## src/rtl/utm_pkg.sv

```systemverilog
package utm_pkg;

  localparam int OFS_CFG   = 'h00;
  localparam int OFS_CMD   = 'h04;
  localparam int OFS_IEN   = 'h0C;
  localparam int OFS_FLAG  = 'h10;
  localparam int OFS_FSET  = 'h14;
  localparam int OFS_FCLR  = 'h18;
  localparam int OFS_LIMIT = 'h1C;
  localparam int OFS_COUNT = 'h24;

  localparam int EXP_W      = 4;
  localparam int EXP_LSB    = 24;
  localparam int SRC_LSB    = 16;
  localparam int ONESHOT_B  = 4;
  localparam int MODE_LSB   = 0;
  localparam int GO_B       = 0;
  localparam int HALT_B     = 1;
  localparam int UF_B       = 1;
  localparam logic [1:0] MODE_DOWN = 2'd1;

  typedef struct packed {
    logic [EXP_W-1:0] exp;
    logic [1:0]       src;
    logic             one_shot;
    logic [1:0]       mode;
  } cfg_t;

  function automatic cfg_t cfg_unpack(input logic [31:0] w);
    cfg_t c;
    c.exp      = w[EXP_LSB +: EXP_W];
    c.src      = w[SRC_LSB +: 2];
    c.one_shot = w[ONESHOT_B];
    c.mode     = w[MODE_LSB +: 2];
    return c;
  endfunction

  function automatic logic [31:0] cfg_pack(input cfg_t c);
    logic [31:0] w;
    w = '0;
    w[EXP_LSB +: EXP_W] = c.exp;
    w[SRC_LSB +: 2]     = c.src;
    w[ONESHOT_B]        = c.one_shot;
    w[MODE_LSB +: 2]    = c.mode;
    return w;
  endfunction

endpackage

```

## src/rtl/utm_prescaler.sv

```systemverilog
module utm_prescaler #(
  parameter int EXP_W = 4
) (
  input  logic             clk,
  input  logic             rst_n,
  input  logic             run,
  input  logic             restart,
  input  logic [EXP_W-1:0] exp,
  output logic             tick
);
  localparam int PRE_W = (1 << EXP_W) - 1;

  logic [PRE_W-1:0] pre_q;

  function automatic logic [PRE_W-1:0] last_phase(input logic [EXP_W-1:0] e);
    logic [PRE_W:0] one;
    one = (PRE_W+1)'(1) << e;
    return PRE_W'(one - 1'b1);
  endfunction

  logic at_last;
  assign at_last = (pre_q >= last_phase(exp));
  assign tick    = run && !restart && at_last;

  always_ff @(posedge clk) begin
    if (!rst_n)         pre_q <= '0;
    else if (restart)   pre_q <= '0;
    else if (run) begin
      if (at_last)      pre_q <= '0;
      else              pre_q <= pre_q + 1'b1;
    end
  end
endmodule

```

## src/rtl/utm_counter.sv

```systemverilog
module utm_counter #(
  parameter int CNT_W = 16
) (
  input  logic             clk,
  input  logic             rst_n,
  input  logic             tick,
  input  logic             down,
  input  logic             one_shot,
  input  logic             start_cmd,
  input  logic             stop_cmd,
  input  logic             load_en,
  input  logic [CNT_W-1:0] load_val,
  input  logic [CNT_W-1:0] limit,
  output logic [CNT_W-1:0] count,
  output logic             running,
  output logic             uf_event
);
  function automatic logic [CNT_W-1:0] step_value(
    input logic [CNT_W-1:0] cur,
    input logic [CNT_W-1:0] lim,
    input logic             dn);
    if (dn)              return (cur == '0) ? lim : cur - 1'b1;
    else if (cur == lim) return '0;
    else                 return cur + 1'b1;
  endfunction

  assign uf_event = tick && down && (count == '0);

  always_ff @(posedge clk) begin
    if (!rst_n)                     running <= 1'b0;
    else if (stop_cmd)              running <= 1'b0;
    else if (start_cmd)             running <= 1'b1;
    else if (uf_event && one_shot)  running <= 1'b0;
  end

  always_ff @(posedge clk) begin
    if (!rst_n)       count <= '0;
    else if (load_en) count <= load_val;
    else if (tick)    count <= step_value(count, limit, down);
  end
endmodule

```

## src/rtl/utm_irq_flag.sv

```systemverilog
module utm_irq_flag (
  input  logic clk,
  input  logic rst_n,
  input  logic hw_set,
  input  logic sw_set,
  input  logic sw_clr,
  input  logic en_wr,
  input  logic en_val,
  output logic flag,
  output logic enable,
  output logic irq
);
  always_ff @(posedge clk) begin
    if (!rst_n) begin
      flag   <= 1'b0;
      enable <= 1'b0;
    end else begin
      flag <= hw_set | sw_set | (flag & ~sw_clr);
      if (en_wr) enable <= en_val;
    end
  end

  assign irq = flag & enable;
endmodule

```

## src/rtl/updown_timer.sv

```systemverilog
module updown_timer
  import utm_pkg::*;
#(
  parameter int ADDR_W = 8,
  parameter int DATA_W = 32,
  parameter int CNT_W  = 16
) (
  input  logic              clk,
  input  logic              rst_n,
  input  logic [ADDR_W-1:0] reg_addr,
  input  logic              reg_wr,
  input  logic [DATA_W-1:0] reg_wdata,
  output logic [DATA_W-1:0] reg_rdata,
  output logic              irq_o
);
  localparam logic [CNT_W-1:0] LIMIT_RST = '1;

  cfg_t             cfg_q;
  logic [CNT_W-1:0] limit_q;
  logic [CNT_W-1:0] count_w;
  logic             running_w;
  logic             tick_w;
  logic             uf_w;
  logic             flag_w;
  logic             ien_w;

  logic sel_cfg, sel_cmd, sel_ien, sel_flag, sel_fset, sel_fclr, sel_lim, sel_cnt;
  assign sel_cfg  = reg_addr == ADDR_W'(OFS_CFG);
  assign sel_cmd  = reg_addr == ADDR_W'(OFS_CMD);
  assign sel_ien  = reg_addr == ADDR_W'(OFS_IEN);
  assign sel_flag = reg_addr == ADDR_W'(OFS_FLAG);
  assign sel_fset = reg_addr == ADDR_W'(OFS_FSET);
  assign sel_fclr = reg_addr == ADDR_W'(OFS_FCLR);
  assign sel_lim  = reg_addr == ADDR_W'(OFS_LIMIT);
  assign sel_cnt  = reg_addr == ADDR_W'(OFS_COUNT);

  logic start_cmd_w, stop_cmd_w, cnt_wr_w, cnt_load_w;
  assign stop_cmd_w  = reg_wr && sel_cmd && reg_wdata[HALT_B];
  assign start_cmd_w = reg_wr && sel_cmd && reg_wdata[GO_B] && !stop_cmd_w;
  assign cnt_wr_w    = reg_wr && sel_cnt;
  assign cnt_load_w  = cnt_wr_w && !running_w;

  always_ff @(posedge clk) begin
    if (!rst_n) begin
      cfg_q   <= '0;
      limit_q <= LIMIT_RST;
    end else if (reg_wr) begin
      if (sel_cfg) cfg_q   <= cfg_unpack(32'(reg_wdata));
      if (sel_lim) limit_q <= reg_wdata[CNT_W-1:0];
    end
  end

  utm_prescaler #(.EXP_W(EXP_W)) u_pre (
    .clk     (clk),
    .rst_n   (rst_n),
    .run     (running_w),
    .restart (start_cmd_w),
    .exp     (cfg_q.exp),
    .tick    (tick_w)
  );

  utm_counter #(.CNT_W(CNT_W)) u_cnt (
    .clk       (clk),
    .rst_n     (rst_n),
    .tick      (tick_w),
    .down      (cfg_q.mode == MODE_DOWN),
    .one_shot  (cfg_q.one_shot),
    .start_cmd (start_cmd_w),
    .stop_cmd  (stop_cmd_w),
    .load_en   (cnt_load_w),
    .load_val  (reg_wdata[CNT_W-1:0]),
    .limit     (limit_q),
    .count     (count_w),
    .running   (running_w),
    .uf_event  (uf_w)
  );

  utm_irq_flag u_irq (
    .clk    (clk),
    .rst_n  (rst_n),
    .hw_set (uf_w),
    .sw_set (reg_wr && sel_fset && reg_wdata[UF_B]),
    .sw_clr (reg_wr && sel_fclr && reg_wdata[UF_B]),
    .en_wr  (reg_wr && sel_ien),
    .en_val (reg_wdata[UF_B]),
    .flag   (flag_w),
    .enable (ien_w),
    .irq    (irq_o)
  );

  always_comb begin
    reg_rdata = '0;
    if (sel_cfg)       reg_rdata = DATA_W'(cfg_pack(cfg_q));
    else if (sel_ien)  reg_rdata[UF_B] = ien_w;
    else if (sel_flag) reg_rdata[UF_B] = flag_w;
    else if (sel_lim)  reg_rdata = DATA_W'(limit_q);
    else if (sel_cnt)  reg_rdata = DATA_W'(count_w);
  end
endmodule

```

## config.mk

```make
export PLATFORM = sky130hd
export DESIGN_NAME = updown_timer
export DESIGN_NICKNAME = d
export VERILOG_FILES = /design/src/rtl/utm_pkg.sv /design/src/rtl/utm_prescaler.sv /design/src/rtl/utm_counter.sv /design/src/rtl/utm_irq_flag.sv /design/src/rtl/updown_timer.sv
export SDC_FILE = /design/constraint.sdc
export NUM_CORES = 1
export LEC_CHECK = 0
export ABC_CLOCK_PERIOD_IN_PS = 4600
export BUFFER_PORTS_ARGS = -buffer_cell sky130_fd_sc_hd__buf_2
export CAP_MARGIN = 20
export CORE_MARGIN = 8
export CORE_UTILIZATION = 40
export DETAILED_ROUTE_END_ITERATION = 6
export SLEW_MARGIN = 10
export SYNTH_ARGS = -nofsm -noshare
export SYNTH_HDL_FRONTEND = slang
export SYNTH_SLANG_ARGS = --single-unit
```

## constraint.sdc

```tcl
create_clock -name clk -period 4.6 [get_ports clk]
set_input_delay 0.46 -clock clk [delete_from_list [all_inputs] [get_ports clk]]
set_output_delay 0.46 -clock clk [all_outputs]
set_load 0.01 [all_outputs]
```

==> qor.yml <==
outcome: "complete, no violations"
firstDrtPassIters: 6
postCtsHoldBufs: 0
synth.avg_cell_area_um2: 7.57
grt_pass1_vias: 4302
synth_edf_count: 0
drc_errors: 0
dp.cells: 755
wl_per_cell_um: 18.0
syn-cell-area_mm2: 0.00455
finalPower_w: 0.00134
place.gp.congestion: 0.927
clock_latency_ns: 0.34
fmax_mhz: 253
ys_seq_area_share_pct: 26.0
grt_overflow: 0
synth_seq_cells: 59
area_growth_syn_to_layout_pct: 12.9
maxCapViolCount: 0
final_cell_mix: "nand2_1 (68), dfxtp_1 (59), buf_2 (55)"
final_area_mm2: 0.00513
ir_drop_uv: 160
cp-startpoint: "cfg_q[5]"
cts-htree-levels: 3
stdcell_count: 771
async_flop_share_pct: 0
cp-end-kind: "register"
path_clk_slew_ns: 0.06
core_area_mm2: 0.0113
clkSinkCount: 59
start_kind: "register"
ios: 76
drv_slew: 0
grt_max_degree: 35
root_buffer: "clkbuf_16"
ctsResizeCount: 0
max_stage_delay_ns: 0.37
die-width_um: 123
die_area_mm2: 0.0150
row_count: 39
yosysTopAreaCell: "dfxtp_1"
grt_setup_unrepaired: "no"
p_leak_nw: 2.16
path_cells: "or2_2 -> or3_1 -> ha_1 -> or2_2 -> o21ai_0 -> a31oi_1 -> ha_1 -> and3_1 -> a221o_1 -> and3_1 -> a211oi_1 -> nor2_1 -> buf_6 -> a311oi_1"
cts_tree: "built"
grt_first_pass_wirelength_mm: 22.6
start_util_pct: 40.3
wl_mm: 13.9
r2r_start: "cfg_q[5]"
crit_type: "register to register"
cp.required_ns: 4.84
crit_arrival_ns: 4.19
synth_area_leaders: "dfxtp_1 (26%), xnor2_1 (6.7%), nand2_1 (5.6%), ha_1 (5.5%), a211oi_1 (4.6%)"
antenna_cells: 0
clockBufferDepth: 2
final_common_cell: "nand2_1"
cts_setup_buffers: 0
worst-path-max-fanout: 8
tightestPinTransition_ns: 0.895
synth_cells: 601
viasPerCell: 5.95
die_h_um: 123
synthDistinctLibCells: 62
holdCritPathClass: "primary input to register"
place_area_mm2: 0.00479
ys_warn_count: 0
synth.top_cell.area_share_pct: 26.0
track_usage_pct: 18.8
skew_ns: 0.00968
cts_buffers: 9
antenna_left: 0
final_nets: 687
period_share_pct: 85.9
hold_viol_final: 0
min-delay-start: "reg_wdata[7]"
vias: 4586
slowest_stage: "dfxtp_1"
dp_hpwl_mm: 9.94
port_buffers: 55
fin_setup_tns_ns: 0
drtIter0Drc: 387
synth-main-ff-cell: "dfxtp_1"
slew_headroom_pct: 39.8
setup_viol: 0
antenna_found_initial: 0
final_layout_size_suffix_gt1_share_pct: 14.2
power_density_mw_per_mm2: 260
fin_crit_ns: 3.95
[final cells by class]
cell class | instances | area [µm²]
tap | 143 | 179
multi-input combinational | 479 | 3070
inverter | 13 | 48.8
clock inverter | 4 | 73.8
timing repair buffer | 62 | 332
clock buffer | 11 | 253
fill | 1139 | 6140
sequential | 59 | 1180
[power breakdown]
part | internal (W) | switching [W] | total [W] | leakage, nW
logic | 0.0000246 | 0.0000442 | 0.0000688 | 1.52
registers | 0.000512 | 0.00000241 | 0.000515 | 0.476
clock network | 0.000501 | 0.000253 | 0.000753 | 0.162
[routing by layer]
metal	part of all wire, %	GRT usage (%)	up-vias
met2	45	28.9	152
met1	46	24.7	2189
met5	0	0	-
li1	-	-	2215
met4	2.8	9.75	0
met3	5.6	3.63	30
[worst paths after layout]
check	endpoint	slack, ns	cells past startpoint
worst max-delay path	u_cnt.count[4]	0.65	14
worst min-delay path	limit_q[7]	0.34	3
worst max register to register	u_cnt.count[4]	0.65	14
worst min register to register	cfg_q[0]	0.49	2
[state kept, by name, summed over array words and instances (netlist names)]
register       flops
cfg_q              9
limit_q           16
u_cnt.count       16
u_cnt.running      1
u_irq.enable       1
u_irq.flag         1
u_pre.pre_q       15
[cells by family after synthesis]
kind of cell,Yosys count,synth area share [%]
adders and majority gates,20,5.50
and+or+nand+nor,241,26.8
other,1,0.0825
DFF,59,26.0
xor gates and xnor gates,49,9.44
buffers and inverters,72,7.35
muxes,11,2.48
AOI/OAI and AO/OA,148,22.4
[critical path: cells and delay by family, from the launching register on]
family                   cells  cell delay [ns]
AND/OR/NAND/NOR              6             1.58
AO/OA/AOI/OAI                5             1.19
adder cells (fa/ha/maj)      2             0.51
flip-flops                   1             0.37
buffers and inverters        1             0.20
[stage by stage]
stage                     util [%]  hold WS [ns]  setup slack (ns)
after global placement        42.5         0.453             0.622
final                         45.5         0.344             0.650
after detailed placement      42.5         0.471             0.501
after CTS                     45.4         0.337             0.480
after floorplan                  -         0.435             0.808
after global routing          45.5         0.349             0.280
[Yosys cell counts, types with 15 or more instances]
cell type / n
nor2_1: 41
dfxtp_1: 59
nand3_1: 36
nand2_1: 68
o21ai_0: 38
ha_1: 20
nand4_1: 15
xnor2_1: 35
a211oi_1: 28
a21oi_1: 22
clkbuf_1: 41
Power figures use the tool's default switching activity.
